[config.mk]
export PLATFORM = sky130hd
export DESIGN_NAME = can_irq_ctrl
export DESIGN_NICKNAME = d
export VERILOG_FILES = /design/src/rtl/can_irq_pkg.sv /design/src/rtl/can_irq_flags.sv /design/src/rtl/can_irq_cmd.sv /design/src/rtl/can_irq_status.sv /design/src/rtl/can_irq_ctrl.sv
export SDC_FILE = /design/constraint.sdc
export NUM_CORES = 1
export LEC_CHECK = 0
export ABC_AREA = 1
export BUFFER_PORTS_ARGS = -buffer_cell sky130_fd_sc_hd__clkbuf_2
export CAP_MARGIN = 20
export CORE_UTILIZATION = 30
export CTS_BUF_LIST = sky130_fd_sc_hd__clkbuf_16
export DETAILED_ROUTE_END_ITERATION = 6
export PLACE_DENSITY_LB_ADDON = 0.12
export SLEW_MARGIN = 15
export SYNTH_ARGS = -nofsm -noshare
export SYNTH_HDL_FRONTEND = slang
export SYNTH_HIERARCHICAL = 1
export SYNTH_SLANG_ARGS = --single-unit
[constraint.sdc]
create_clock -name clk -period 0.8 [get_ports clk]
set_input_delay 0.04 -clock clk [delete_from_list [all_inputs] [get_ports clk]]
set_output_delay 0.04 -clock clk [all_outputs]
set_load 0.01 [all_outputs]
[src/rtl/can_irq_pkg.sv]
package can_irq_pkg;
    // event / flag bit positions (shared by flag and enable registers)
    localparam int unsigned EV_RXVLD   = 0;
    localparam int unsigned EV_TXDONE  = 1;
    localparam int unsigned EV_WARN    = 2;
    localparam int unsigned EV_OVRUN   = 3;
    localparam int unsigned EV_WAKE    = 4;
    localparam int unsigned EV_PASSIVE = 5;
    localparam int unsigned EV_ARBLOST = 6;
    localparam int unsigned EV_BUSERR  = 7;

    // command strobe positions
    localparam int unsigned CMD_TXREQ  = 0;
    localparam int unsigned CMD_ABORT  = 1;
    localparam int unsigned CMD_REL    = 2;
    localparam int unsigned CMD_CLROVR = 3;
    localparam int unsigned CMD_SELFRX = 4;
    localparam int unsigned CMD_BUSOFF = 5;

    // status positions owned by this block
    localparam int unsigned ST_RXRDY = 0;
    localparam int unsigned ST_OVRUN = 1;

    // register offsets
    localparam logic [7:0] OFS_CMD  = 8'h04;
    localparam logic [7:0] OFS_STAT = 8'h08;
    localparam logic [7:0] OFS_FLAG = 8'h0C;
    localparam logic [7:0] OFS_EN   = 8'h10;

    localparam logic [7:0] STAT_RESET = 8'h3C;
endpackage

[src/rtl/can_irq_flags.sv]
module can_irq_flags #(
    parameter int unsigned EVT_W  = 8,
    parameter int unsigned RX_BIT = 0
) (
    input  logic             clk,
    input  logic             rst_n,
    input  logic [EVT_W-1:0] evt_i,
    input  logic             clr_wr_i,
    input  logic             en_wr_i,
    input  logic [EVT_W-1:0] wdata_i,
    input  logic             rearm_i,
    output logic [EVT_W-1:0] flag_o,
    output logic [EVT_W-1:0] en_o,
    output logic             irq_o
);
    typedef struct packed {
        logic [EVT_W-1:0] flag;
        logic [EVT_W-1:0] en;
    } flag_state_t;

    flag_state_t st_d, st_q;
    logic [EVT_W-1:0] clr_mask;
    logic [EVT_W-1:0] set_mask;

    always_comb begin
        st_d     = st_q;
        clr_mask = clr_wr_i ? wdata_i : '0;
        set_mask = evt_i;
        if (rearm_i) begin
            set_mask[RX_BIT] = 1'b1;
        end
        for (int i = 0; i < int'(EVT_W); i++) begin
            // a set in the same cycle outranks the clear
            st_d.flag[i] = set_mask[i] | (st_q.flag[i] & ~clr_mask[i]);
        end
        if (en_wr_i) begin
            st_d.en = wdata_i;
        end
    end

    always_ff @(posedge clk or negedge rst_n) begin
        if (!rst_n) begin
            st_q <= '0;
        end else begin
            st_q <= st_d;
        end
    end

    assign flag_o = st_q.flag;
    assign en_o   = st_q.en;
    assign irq_o  = |(st_q.flag & st_q.en);

    assert_evt_sets_R2: assert property (@(posedge clk) disable iff (!rst_n)
        (evt_i != '0) |=> ((flag_o & $past(evt_i)) == $past(evt_i)));

    assert_set_beats_clear_R4: assert property (@(posedge clk) disable iff (!rst_n)
        (clr_wr_i && ((evt_i & wdata_i) != '0))
        |=> ((flag_o & $past(evt_i & wdata_i)) == $past(evt_i & wdata_i)));

    assert_w1c_R3: assert property (@(posedge clk) disable iff (!rst_n)
        (clr_wr_i && evt_i == '0 && !rearm_i) |=> ((flag_o & $past(wdata_i)) == '0));

    assert_flags_hold_R3: assert property (@(posedge clk) disable iff (!rst_n)
        (!clr_wr_i && evt_i == '0 && !rearm_i) |=> $stable(flag_o));

    assert_irq_masked_R5: assert property (@(posedge clk) disable iff (!rst_n)
        (en_o == '0) |-> !irq_o);
endmodule

[src/rtl/can_irq_cmd.sv]
module can_irq_cmd #(
    parameter int unsigned CMD_W = 6
) (
    input  logic             clk,
    input  logic             rst_n,
    input  logic             cmd_wr_i,
    input  logic [CMD_W-1:0] wdata_i,
    output logic [CMD_W-1:0] strobe_o
);
    typedef struct packed {
        logic [CMD_W-1:0] strobe;
    } cmd_state_t;

    cmd_state_t st_d, st_q;

    always_comb begin
        st_d.strobe = cmd_wr_i ? wdata_i : '0;
    end

    always_ff @(posedge clk or negedge rst_n) begin
        if (!rst_n) begin
            st_q <= '0;
        end else begin
            st_q <= st_d;
        end
    end

    assign strobe_o = st_q.strobe;

    assert_strobe_pulse_R6: assert property (@(posedge clk) disable iff (!rst_n)
        ((strobe_o != '0) && !cmd_wr_i) |=> (strobe_o == '0));

    assert_strobe_follows_write_R6: assert property (@(posedge clk) disable iff (!rst_n)
        cmd_wr_i |=> (strobe_o == $past(wdata_i)));
endmodule

[src/rtl/can_irq_status.sv]
module can_irq_status #(
    parameter int unsigned STAT_W    = 8,
    parameter int unsigned OVR_BIT   = 1,
    parameter logic [STAT_W-1:0] RST_VAL = 8'h3C
) (
    input  logic              clk,
    input  logic              rst_n,
    input  logic [STAT_W-1:0] core_stat_i,
    input  logic              ovr_set_i,
    input  logic              ovr_clr_i,
    output logic [STAT_W-1:0] stat_o
);
    localparam logic [STAT_W-1:0] OVR_MASK = STAT_W'(1) << OVR_BIT;

    typedef struct packed {
        logic [STAT_W-1:0] core;
        logic              ovr;
    } stat_state_t;

    stat_state_t st_d, st_q;

    always_comb begin
        st_d.core = core_stat_i & ~OVR_MASK;
        if (ovr_set_i) begin
            st_d.ovr = 1'b1;
        end else if (ovr_clr_i) begin
            st_d.ovr = 1'b0;
        end else begin
            st_d.ovr = st_q.ovr;
        end
    end

    always_ff @(posedge clk or negedge rst_n) begin
        if (!rst_n) begin
            st_q.core <= RST_VAL & ~OVR_MASK;
            st_q.ovr  <= 1'b0;
        end else begin
            st_q <= st_d;
        end
    end

    assign stat_o = st_q.core | (st_q.ovr ? OVR_MASK : '0);

    assert_ovr_set_R8: assert property (@(posedge clk) disable iff (!rst_n)
        ovr_set_i |=> stat_o[OVR_BIT]);

    assert_ovr_clr_R8: assert property (@(posedge clk) disable iff (!rst_n)
        (ovr_clr_i && !ovr_set_i) |=> !stat_o[OVR_BIT]);

    assert_core_track_R7: assert property (@(posedge clk) disable iff (!rst_n)
        1'b1 |=> ((stat_o & ~OVR_MASK) == ($past(core_stat_i) & ~OVR_MASK)));
endmodule

[src/rtl/can_irq_ctrl.sv]
module can_irq_ctrl
    import can_irq_pkg::*;
#(
    parameter int unsigned DATA_W = 8,
    parameter int unsigned ADDR_W = 8,
    parameter int unsigned EVT_W  = 8,
    parameter int unsigned CMD_W  = 6
) (
    input  logic              clk,
    input  logic              rst_n,
    input  logic              reg_wr,
    input  logic [ADDR_W-1:0] reg_addr,
    input  logic [DATA_W-1:0] reg_wdata,
    output logic [DATA_W-1:0] reg_rdata,
    input  logic [EVT_W-1:0]  evt_i,
    input  logic [EVT_W-1:0]  core_stat_i,
    output logic [CMD_W-1:0]  cmd_strobe_o,
    output logic              irq_o
);
    localparam logic [ADDR_W-1:0] A_CMD  = ADDR_W'(OFS_CMD);
    localparam logic [ADDR_W-1:0] A_STAT = ADDR_W'(OFS_STAT);
    localparam logic [ADDR_W-1:0] A_FLAG = ADDR_W'(OFS_FLAG);
    localparam logic [ADDR_W-1:0] A_EN   = ADDR_W'(OFS_EN);

    logic             wr_cmd, wr_flag, wr_en;
    logic [EVT_W-1:0] flag_w, en_w, stat_w;
    logic [CMD_W-1:0] strobe_w;
    logic             rearm_w;

    assign wr_cmd  = reg_wr && (reg_addr == A_CMD);
    assign wr_flag = reg_wr && (reg_addr == A_FLAG);
    assign wr_en   = reg_wr && (reg_addr == A_EN);

    // release while frames remain queued re-raises the receive flag
    assign rearm_w = strobe_w[CMD_REL] & stat_w[ST_RXRDY];

    can_irq_flags #(
        .EVT_W  (EVT_W),
        .RX_BIT (EV_RXVLD)
    ) u_flags (
        .clk      (clk),
        .rst_n    (rst_n),
        .evt_i    (evt_i),
        .clr_wr_i (wr_flag),
        .en_wr_i  (wr_en),
        .wdata_i  (reg_wdata[EVT_W-1:0]),
        .rearm_i  (rearm_w),
        .flag_o   (flag_w),
        .en_o     (en_w),
        .irq_o    (irq_o)
    );

    can_irq_cmd #(
        .CMD_W (CMD_W)
    ) u_cmd (
        .clk      (clk),
        .rst_n    (rst_n),
        .cmd_wr_i (wr_cmd),
        .wdata_i  (reg_wdata[CMD_W-1:0]),
        .strobe_o (strobe_w)
    );

    can_irq_status #(
        .STAT_W  (EVT_W),
        .OVR_BIT (ST_OVRUN),
        .RST_VAL (EVT_W'(STAT_RESET))
    ) u_status (
        .clk         (clk),
        .rst_n       (rst_n),
        .core_stat_i (core_stat_i),
        .ovr_set_i   (evt_i[EV_OVRUN]),
        .ovr_clr_i   (strobe_w[CMD_CLROVR]),
        .stat_o      (stat_w)
    );

    assign cmd_strobe_o = strobe_w;

    always_comb begin
        case (reg_addr)
            A_STAT:  reg_rdata = DATA_W'(stat_w);
            A_FLAG:  reg_rdata = DATA_W'(flag_w);
            A_EN:    reg_rdata = DATA_W'(en_w);
            default: reg_rdata = '0;
        endcase
    end

    assert_cmd_reads_zero_R6: assert property (@(posedge clk) disable iff (!rst_n)
        (reg_addr == A_CMD) |-> (reg_rdata == '0));

    assert_rearm_rx_R9: assert property (@(posedge clk) disable iff (!rst_n)
        (strobe_w[CMD_REL] && stat_w[ST_RXRDY]) |=> flag_w[EV_RXVLD]);
endmodule

==> out/qor.csv, run 1 <==
stage,metric,value,unit
status,status,"complete, but fails checks",
status,violations,setup timing,
power,p_per_area,1502,nW/um2
logic_synthesis,ys_seq_elements,30,
cells_and_area,multi_input_area,820.8,um2
timing,finalCriticalPeriod,1.169,ns
floorplan,die_area,5322,um2
timing,worst_slew_pin_slew,0.3336,ns
routing,via_count,1481,
power,p_seq_share,37.6,%
cells_and_area,num_antenna_cells,0,
hold_path,hold_path.class,in -> reg,
global_routing,grt_use_total,16.53,%
routing,firstDrtPassIters,4,
routing,via_per_inst,4.305,
logic_synthesis,ys_async_sr_fraction,100.0,%
critical_path,critPathLaunch,u_flags/en_o[7],
logic_synthesis,syn_area,1510,um2
placement,place_ws,-0.3012,ns
critical_path,cp-start-kind,flop,
logic_synthesis,synth_ff_type,dfrtp_1,
logic_synthesis,synth.most_common_cell,nand2_1,
hold_path,hp-start,reg_wdata[7],
critical_path,crit_chain,nand2_1 > nand2_1 > nor2_1 > nand2_1 > clkbuf_2,
critical_path,cp_max_fo,3,
placement,place_area,2066,um2
floorplan,core_area,4786,um2
critical_path,r2r-end,u_flags/flag_o[6],
clock_network,cts-root-buf,clkbuf_16,
floorplan,ios,50,
critical_path,slowest_delay,0.40,ns
timing,hold_violations,0,
floorplan,die-height,72.95,um
power,vdd_drop_max,0.9105,mV
logic_synthesis,yosys_warnings,6,
clock_network,cts_tree,done,
timing,fin_crit_sh,146.1,%
power,leakage,1.500,nW
power,p_comb_share,14.1,%
clock_network,numCtsBuffers,5,
hold_path,hold_depth,3,
critical_path,cp_num_cells,5,
critical_path,rr_startpoint,u_flags/flag_o[6],
logic_synthesis,yosys-top-cells-area,"dfrtp_1 43%, nand2_1 11%, nand3_1 8.0%",
cells_and_area,seqCellArea,755.7,um2
placement,port_buffers,48,
placement,routabilityCongestion,0.7250,
logic_synthesis,synth_edf_count,0,
floorplan,die_x,72.95,um
power,intPower,0.003351,W
routing,wirelength,4.172,mm
placement,place_hpwl,2.743,mm
floorplan,initial_core_util,31.56,%
critical_path,required,0.76,ns
global_routing,grt_pass1_wl,6.527,mm
timing,rsz0062_at_grt,true,
timing,drv_slew,0,
clock_network,path_clk_slew,0.05,ns
power,power_switching,0.0009453,W
global_routing,grt_pass1_vias,1493,
power,switching_share,22.00,%
routing,drc,0,
critical_path,critical_path.top_delay_family,flip-flops,
global_routing,grt_max_degree,12,
hold_path,hold_path_end,u_flags/en_o[7],
logic_synthesis,synth-seq-area-share,50.04,%
logic_synthesis,yosys.area.top_type,dfrtp_1,
logic_synthesis,synthCells,168,
timing,clock_skew,0.0004212,ns
cells_and_area,drive_gt1_share,57.04,%
timing,setup_ws,-0.3691,ns
clock_network,insertion_delay,0.27,ns
global_routing,overflow,0,
global_routing,antenna_found_initial,0,
routing,drtIter0Drc,24,
cells_and_area,final.fill_count,428,
critical_path,crit_path_frequent_cell,nand2_1,
timing,timing.fmax,855.4,MHz
clock_network,clock_path_buffers,2,
cells_and_area,final_area,2860,um2
run,cap_viol_max_count,0,
critical_path,criticalPathCategory,reg -> out,
logic_synthesis,yosys-top-cells-count,"45 x nand2_1, 26 x dfrtp_1, 24 x inv_1, 24 x nand3_1",
cells_and_area,area_growth,89.40,%
critical_path,reg2reg_depth,2,
critical_path,crit_path_top_delay_cell,dfrtp_1,
clock_network,cts.sink_count,30,
logic_synthesis,yosysTopAreaCellShare,43.08,%
power,p_clk_share,48.3,%
logic_synthesis,synthesis.nets,203,
timing,slew_headroom,77.76,%
routing,wire_per_inst,12.13,um
logic_synthesis,synth_cell_types,19,
timing,setup_viol,18,
cells_and_area,nets,311,
routing,ant_nets,0,
logic_synthesis,synth.avg_cell_area,8.989,um2
clock_network,h-tree-depth,2,
floorplan,rows,25,
critical_path,crit_arrival,1.13,ns
critical_path,r2r_setup_slack,0,ns
critical_path,critPathBufInv,1,
critical_path,endpoint_kind,primary output,
==> logic make-up (layout without fill, tap and decap cells) <==
family | Yosys count | after routing | synth area share (%)
buf+inv | 29 | 138 | 8.865
flops | 30 | 30 | 50.04
simple gates | 94 | 94 | 34.96
compound gates | 15 | 15 | 6.131
==> tightest hold or removal path, cell delays in order <==
cell	delay, ns
clkbuf_2	0.11
nand2_2	0.06
o21ai_1	0.05
==> metal layers <==
metal | vias up | part of all wire, % | GRT usage (%)
met5 | - | 0 | 0
met4 | 0 | 2.0 | 7.407
met3 | 8 | 3.3 | 3.729
met2 | 34 | 49 | 25.86
met1 | 693 | 46 | 21.89
li1 | 746 | - | -
==> power groups by stage <==
stage / sequential [W] / clock, W / combinational (W)
2_1_floorplan: 0.00163 / 0 / 0.000171
3_3_place_gp: 0.00163 / 0 / 0.000408
3_5_place_dp: 0.00163 / 0 / 0.000406
4_1_cts: 0.00161 / 0.00211 / 0.000538
5_1_grt: 0.00162 / 0.00216 / 0.000662
6_report: 0.00161 / 0.00208 / 0.000606
==> sequential cells by signal, summed over array words and instances, names as in the netlist <==
register	flops
u_flags/flag_o	8
u_cmd/strobe_o	6
u_status/st_q	8
u_flags/en_o	8
==> worst max-delay path by stage <==
stage                                    to  slack [ns]
after floorplan           u_flags/flag_o[1]       -0.19
after global placement    u_flags/flag_o[7]       -0.30
after detailed placement  u_flags/flag_o[3]       -0.30
after CTS                             irq_o       -0.35
after global routing                  irq_o       -0.47
final                                 irq_o       -0.37
==> placed cells by master, fill, tap and decap left out, types with 3 or more instances in the layout <==
| cell type | netlist | routed |
|---|---|---|
| buf_4 | 0 | 18 |
| buf_8 | 0 | 3 |
| clkbuf_2 | 0 | 37 |
| o21ai_1 | 0 | 3 |
| a21o_1 | 7 | 7 |
| buf_6 | 1 | 19 |
| o21ai_2 | 0 | 5 |
| dfrtp_1 | 26 | 26 |
| nand2_8 | 0 | 3 |
| nand3_1 | 24 | 12 |
| nand2_4 | 3 | 6 |
| nor2_1 | 5 | 3 |
| dfstp_2 | 4 | 4 |
| nand3_2 | 8 | 20 |
| buf_12 | 1 | 4 |
| nor2_8 | 3 | 3 |
| nand2_2 | 2 | 16 |
| nor2_4 | 2 | 4 |
| inv_1 | 24 | 20 |
| dlygate4sd3_1 | 0 | 22 |
| clkbuf_16 | 0 | 5 |
| nand2_1 | 45 | 25 |
==> cell type report <==
| cell class | count | share of cell area (%) |
|---|---|---|
| Timing Repair Buffer | 104 | 30.93 |
| Multi-Input combinational cell | 109 | 28.70 |
| Sequential cell | 30 | 26.42 |
| Inverter | 26 | 5.337 |
| Clock buffer | 5 | 4.374 |
| Tap cell | 67 | 2.931 |
| Clock inverter | 3 | 1.312 |
==> stage by stage <==
| step | utilization, % | hold WS (ns) | cells | TNS, ns | total power [W] |
|---|---|---|---|---|---|
| floorplan | - | -0.2556 | 168 | -2.235 | 0.001802 |
| global placement | 43.16 | -0.04107 | 301 | -8.154 | 0.002041 |
| detailed placement | 43.16 | -0.04142 | 301 | -8.220 | 0.002039 |
| CTS | 54.75 | 0.0003519 | 339 | -2.749 | 0.004263 |
| global route | 59.76 | 0.04084 | 344 | -3.702 | 0.004442 |
| finish | 59.76 | 0.01913 | 344 | -2.418 | 0.004296 |
==> what timing repair did <==
item / 4_1_cts / 5_1_grt
endpoints found under the hold margin: 48 / 0
pin swaps: 20 / 21
setup endpoints to repair: 29 / 37
resized for setup: 24 / 68
hold buffers: 22 / 0
gates cloned: 0 / 1
buffers inserted: 8 / 6
Power figures use the tool's default switching activity.
==> run 2, diff against run 1 <==
Clock period 0.8 ns to 1.1 ns, I/O delays scaled along.
==> out/qor.csv, run 2 (synthesis gave the netlist of run 1 again) <==
stage,metric,value,unit,change
status,status,"complete, but fails checks",,
status,violations,setup timing,,
global_routing,grt_pass1_wl,5.858,mm,-10%
routing,drc,0,,unchanged
cells_and_area,final_cell_mix,"45 x nand2_1, 43 x clkbuf_2, 26 x dfrtp_1",,
critical_path,cp-endpoint,irq_o,,
timing,setup_viol,3,,-15
critical_path,criticalPathCategory,reg -> out,,
floorplan,die-height,72.95,um,unchanged
critical_path,endpoint_kind,primary output,,
timing,setup_ws,-0.04755,ns,+0.3215 ns
floorplan,die_area,5322,um2,unchanged
floorplan,rows,25,,unchanged
floorplan,initial_core_util,31.56,%,unchanged
floorplan,core_area,4786,um2,unchanged
routing,ant_nets,0,,unchanged
power,vdd_drop_max,0.5571,mV,-39%
cells_and_area,mostFrequentLayoutCell,nand2_1,,
timing,clock_skew,0.002614,ns,+0.002193 ns
timing,rsz0062_at_grt,true,,
timing,tns,-0.05918,ns,+2.359 ns
clock_network,numCtsBuffers,5,,unchanged
critical_path,r2r_setup_slack,0.32,ns,+0.32 ns
routing,via_count,1333,,-10%
critical_path,r2r-end,u_flags/flag_o[2],,
floorplan,die_x,72.95,um,unchanged
clock_network,path_clk_slew,0.05,ns,about the same
cells_and_area,nets,286,,-8.0%
timing,timing.fmax,871.4,MHz,
cells_and_area,num_antenna_cells,0,,unchanged
cells_and_area,area_growth,52.94,%,
clock_network,h-tree-depth,2,,unchanged
critical_path,critPathLaunch,u_flags/flag_o[1],,
clock_network,cts-root-buf,clkbuf_16,,
clock_network,cts_tree,done,,
routing,via_per_inst,4.179,,-2.9%
power,finalPower,0.003192,W,-26%
clock_network,clock_path_buffers,2,,unchanged
floorplan,ios,50,,unchanged
timing,hold_violations,0,,unchanged
timing,slew_headroom,74.11,%,-3.7 points
global_routing,grt_pass1_vias,1281,,-14%
cells_and_area,drive_gt1_share,39.68,%,-17 points
global_routing,grt_max_degree,31,,+19
critical_path,required,1.04,ns,+0.28 ns
global_routing,antenna_found_initial,0,,unchanged
placement,routabilityCongestion,0.6996,,-3.5%
timing,worst_slew_pin_slew,0.3884,ns,+0.05479 ns
placement,port_buffers,48,,unchanged
timing,drv_slew,0,,unchanged
power,leakage,1.267,nW,-16%
placement,place_hpwl,2.605,mm,-5.0%
global_routing,grt_use_total,15.46,%,-1.1 points
critical_path,crit_arrival,1.09,ns,-0.04 ns
global_routing,overflow,0,,unchanged
timing,fin_crit_sh,104.3,%,
run,cap_viol_max_count,0,,unchanged
critical_path,cp-start-kind,flop,,
routing,drtIter0Drc,36,,+50%
placement,dp_cells,293,,-2.7%
critical_path,rr_startpoint,u_flags/flag_o[2],,
clock_network,cts.sink_count,30,,unchanged
critical_path,cp_max_fo,3,,unchanged
critical_path,reg2reg_depth,2,,unchanged
routing,wire_per_inst,11.44,um,-5.7%
routing,firstDrtPassIters,4,,unchanged
routing,wirelength,3.649,mm,-13%
cells_and_area,layoutNonFillerInstCount,319,,-7.3%
power,p_per_area,1382,nW/um2,-8.0%
timing,finalCriticalPeriod,1.148,ns,
clock_network,insertion_delay,0.27,ns,about the same
hold_path,hold_path.class,in -> reg,,
==> run 2: cell count changes in the layout (fill, tap and decap cells not counted), sizes merged <==
| cell | delta |
|---|---|
| buf | -25 |
| clkbuf | +6 |
| dlygate4sd3 | -6 |
| inv | -2 |
| bufinv | +1 |
| clkinv | +1 |
==> run 2: what timing repair did <==
action,in CTS,in global routing
pin swaps,6,2
hold buffers,16,0
hold endpoints to repair,42,0
setup buffers,2,0
setup endpoints to repair,5,6
gates resized for setup,5,9
==> run 2: area by class of cell <==
type,count,area [um2]
clock buffer,5,125.1
clock inverter,3,63.81
fill,496,2476
inverter,26,97.59
multi-input combinational,109,645.6
sequential,30,755.7
tap,67,83.83
timing repair buffer,79,538.0
==> run 2: through the flow <==
step | utilization, % | worst slack, ns | hold WS, ns | area [um2]
after global placement | 39.61 | 0.01617 | 0.09889 | 1896
final | 48.26 | -0.04755 | 0.001759 | 2310
after CTS | 47.74 | -0.06233 | 0.0008241 | 2285
after global routing | 48.26 | -0.1534 | 0.01447 | 2310
after detailed placement | 39.61 | -0.0007022 | 0.09522 | 1896
after floorplan | - | 0.01107 | -0.2406 | 1510
==> run 2: worst max-delay path, stage by stage, from the launching register on <==
cell      delay, ns
dfrtp_1        0.40
nand2_1        0.09
nand2_1        0.05
nor2_1         0.08
nand2_1        0.07
clkbuf_2       0.12
==> run 2: how the worst min path moves through the flow <==
stage,depth (start not counted),startpoint,end
2_1_floorplan,0,rst_n,u_cmd/strobe_o[0]
3_3_place_gp,2,rst_n,u_cmd/strobe_o[0]
3_5_place_dp,2,rst_n,u_flags/en_o[4]
4_1_cts,3,reg_wdata[4],u_cmd/strobe_o[4]
5_1_grt,3,reg_wdata[3],u_cmd/strobe_o[3]
6_report,3,reg_wdata[1],u_cmd/strobe_o[1]
==> run 2: where the power goes <==
group / internal, W / switching (W)
sequential: 0.00115 / 0.0000242
clock: 0.00129 / 0.000468
combinational: 0.000128 / 0.000136
==> run 2: metal layers <==
metal / GRT usage, % / vias up / wire (um)
met2: 21.91 / 38 / 1658
li1: - / 692 / -
met4: 8.279 / 0 / 46
met1: 20.98 / 599 / 1758
met3: 4.834 / 4 / 186
met5: 0 / - / 0
==> run 3, diff against run 2 <==
Settings changed: ABC_AREA 1 to 0.
==> out/qor.csv, run 3 <==
stage,metric,value,unit,change
critical_path,cp-start-kind,flop,,
floorplan,die_area,4721,um2,-11%
floorplan,die-height,68.71,um,-5.8%
routing,drtIter0Drc,85,,+140%
clock_network,cts_tree,done,,
clock_network,clock_path_buffers,2,,unchanged
critical_path,crit_arrival,1.28,ns,+0.19 ns
routing,via_per_inst,4.802,,+15%
timing,rsz0062_at_grt,true,,
logic_synthesis,yosys-top-cells-area,"dfrtp_1 49%, mux2_2 13%, dfstp_2 7.9%",,
cells_and_area,final.fill_count,387,,-22%
routing,firstDrtPassIters,4,,unchanged
logic_synthesis,synth_cell_types,21,,+2
timing,setup_viol,9,,+6
logic_synthesis,syn_area,1335,um2,-12%
placement,place_ws,-0.2314,ns,-0.2307 ns
logic_synthesis,synth.most_common_cell,dfrtp_1,,
logic_synthesis,synthesis.nets,142,,-30%
routing,wire_per_inst,15.21,um,+33%
global_routing,grt_pass1_wl,5.609,mm,-4.3%
floorplan,core_area,4144,um2,-13%
floorplan,initial_core_util,32.22,%,+0.66 points
cells_and_area,nets,221,,-23%
critical_path,r2r_setup_slack,0.19,ns,-0.13 ns
routing,ant_nets,0,,unchanged
cells_and_area,drive_gt1_share,55.61,%,+16 points
global_routing,antenna_found_initial,0,,unchanged
power,finalPower,0.002721,W,-15%
logic_synthesis,yosysTopAreaCellShare,48.73,%,+5.7 points
logic_synthesis,synth_edf_count,0,,unchanged
clock_network,numCtsBuffers,5,,unchanged
logic_synthesis,ys_async_sr_fraction,100.0,%,unchanged
logic_synthesis,yosys-top-cells-count,"26 x dfrtp_1, 16 x mux2_2, 11 x a22oi_1",,
cells_and_area,mostFrequentLayoutCell,clkbuf_2,,
placement,routabilityCongestion,0.6999,,about the same
logic_synthesis,synth.avg_cell_area,12.48,um2,+39%
power,switching_share,22.22,%,+2.6 points
logic_synthesis,synth-seq-area-share,56.61,%,+6.6 points
run,cap_viol_max_count,0,,unchanged
timing,setup_ws,-0.2388,ns,-0.1913 ns
power,p_seq_share,42.6,%,+5.8 points
critical_path,criticalPathCategory,reg -> out,,
power,p_per_area,1306,nW/um2,-5.5%
cells_and_area,num_antenna_cells,0,,unchanged
logic_synthesis,synth_ff_type,dfrtp_1,,
hold_path,hold_path.class,in -> reg,,
status,status,"complete, but fails checks",,
logic_synthesis,yosys.area.top_type,dfrtp_1,,
timing,clock_skew,0.003207,ns,+0.0005930 ns
critical_path,endpoint_kind,primary output,,
power,power_switching,0.0006048,W,-3.6%
timing,slew_headroom,73.60,%,-0.50 points
clock_network,path_clk_slew,0.05,ns,about the same
logic_synthesis,yosys_warnings,6,,unchanged
placement,place_hpwl,2.458,mm,-5.7%
critical_path,cp_max_fo,3,,unchanged
global_routing,grt_max_degree,31,,unchanged
routing,drc,0,,unchanged
power,p_clk_share,46.9,%,-8.1 points
logic_synthesis,synthCells,107,,-36%
status,violations,setup timing,,
logic_synthesis,ys_seq_elements,30,,unchanged
timing,worst_slew_pin_slew,0.3960,ns,+0.007568 ns
placement,port_buffers,48,,unchanged
power,vdd_drop_max,0.5738,mV,+3.0%
clock_network,cts-root-buf,clkbuf_16,,
global_routing,grt_use_total,17.59,%,+2.1 points
timing,drv_slew,0,,unchanged
power,p_comb_share,10.5,%,+2.3 points
timing,tns,-1.826,ns,-1.767 ns
floorplan,die_x,68.71,um,-5.8%
critical_path,required,1.04,ns,about the same
global_routing,overflow,0,,unchanged
clock_network,h-tree-depth,2,,unchanged
floorplan,ios,50,,unchanged
timing,fin_crit_sh,121.7,%,+17 points
clock_network,cts.sink_count,30,,unchanged
power,leakage,0.9714,nW,-23%
clock_network,insertion_delay,0.27,ns,about the same
timing,hold_violations,0,,unchanged
cells_and_area,final_cell_mix,"43 x clkbuf_2, 26 x dfrtp_1, 16 x dlygate4sd3_1",,
power,intPower,0.002117,W,-17%
routing,via_count,1138,,-15%
cells_and_area,final_core_util,50.27,%,+2.0 points
floorplan,rows,23,,-8.0%
global_routing,grt_pass1_vias,1212,,-5.4%
cells_and_area,area_growth,56.05,%,
timing,finalCriticalPeriod,1.339,ns,+0.1913 ns
timing,timing.fmax,746.9,MHz,-14%
routing,wirelength,3.605,mm,-1.2%
run 3: changes by cell type after synthesis, sizes merged, moves of 2 or more:
cell	change
nand3	-32
mux2	+16
and2	+8
inv	-25
o21ai	-8
and4	+2
a22oi	+11
nand2	-41
run 3: routing by layer:
layer  up-vias  GRT usage (%)  routed length, um
met5         -              0                  0
li1        538              -                  -
met1       556          18.56               1533
met2        37          30.76               1800
met4         0          7.908                 61
met3         7          6.908                209
run 3: stage by stage:
step | instance area [um2] | hold WS, ns | instances
floorplan | 1340 | -0.2406 | 107
global placement | 1657 | 0.08595 | 208
detailed placement | 1657 | 0.09590 | 208
CTS | 2047 | 0.02757 | 235
global route | 2083 | 0.04022 | 237
finish | 2083 | 0.03353 | 237
run 3: power groups by stage:
stage | clock [W] | combinational [W] | sequential (W)
floorplan | 0 | 0.0000881 | 0.00117
global placement | 0 | 0.000214 | 0.00117
detailed placement | 0 | 0.000218 | 0.00117
CTS | 0.00132 | 0.000285 | 0.00116
global route | 0.00137 | 0.000315 | 0.00116
finish | 0.00128 | 0.000286 | 0.00116
run 3: kinds of logic after synthesis:
kind of cell,Yosys count,synth area share (%)
AOI/OAI and AO/OA,21,11.72
buffers and inverters,5,3.186
DFF,30,56.61
muxes,16,13.50
and+or+nand+nor,35,15.00
run 3: final timing paths:
path                              startpoint                end  cells past startpoint
setup / recovery           u_flags/flag_o[1]       reg_rdata[1]                      4
max in group asynchronous              rst_n   u_status/st_q[3]                      3
hold reg to reg             u_status/st_q[0]   u_status/st_q[0]                      1
hold / removal                  reg_wdata[7]    u_flags/en_o[7]                      2
min in group asynchronous              rst_n  u_cmd/strobe_o[0]                      3
setup reg to reg           u_flags/flag_o[0]  u_flags/flag_o[0]                      2
run 3: area by class of cell:
cell class | count | area (um2) | share of cell area, %
clock buffer | 5 | 125.1 | 6.006
clock inverter | 3 | 12.51 | 0.6006
inverter | 1 | 3.754 | 0.1802
multi-input combinational | 72 | 625.6 | 30.03
sequential | 30 | 755.7 | 36.28
tap | 50 | 62.56 | 3.003
timing repair buffer | 76 | 498.0 | 23.90
run 3: timing repair:
item	CTS	global route
cloned	0	0
setup endpoints to repair	9	9
pin swaps	5	6
buffers inserted	3	2
hold buffers	16	0
endpoints found under the hold margin	42	0
gates resized for setup	16	10
run 3: critical path: stages (launching register included):
cell	delay [ns]
dfrtp_1	0.40
mux2_4	0.27
a22oi_2	0.13
nor2_1	0.07
clkbuf_2	0.14
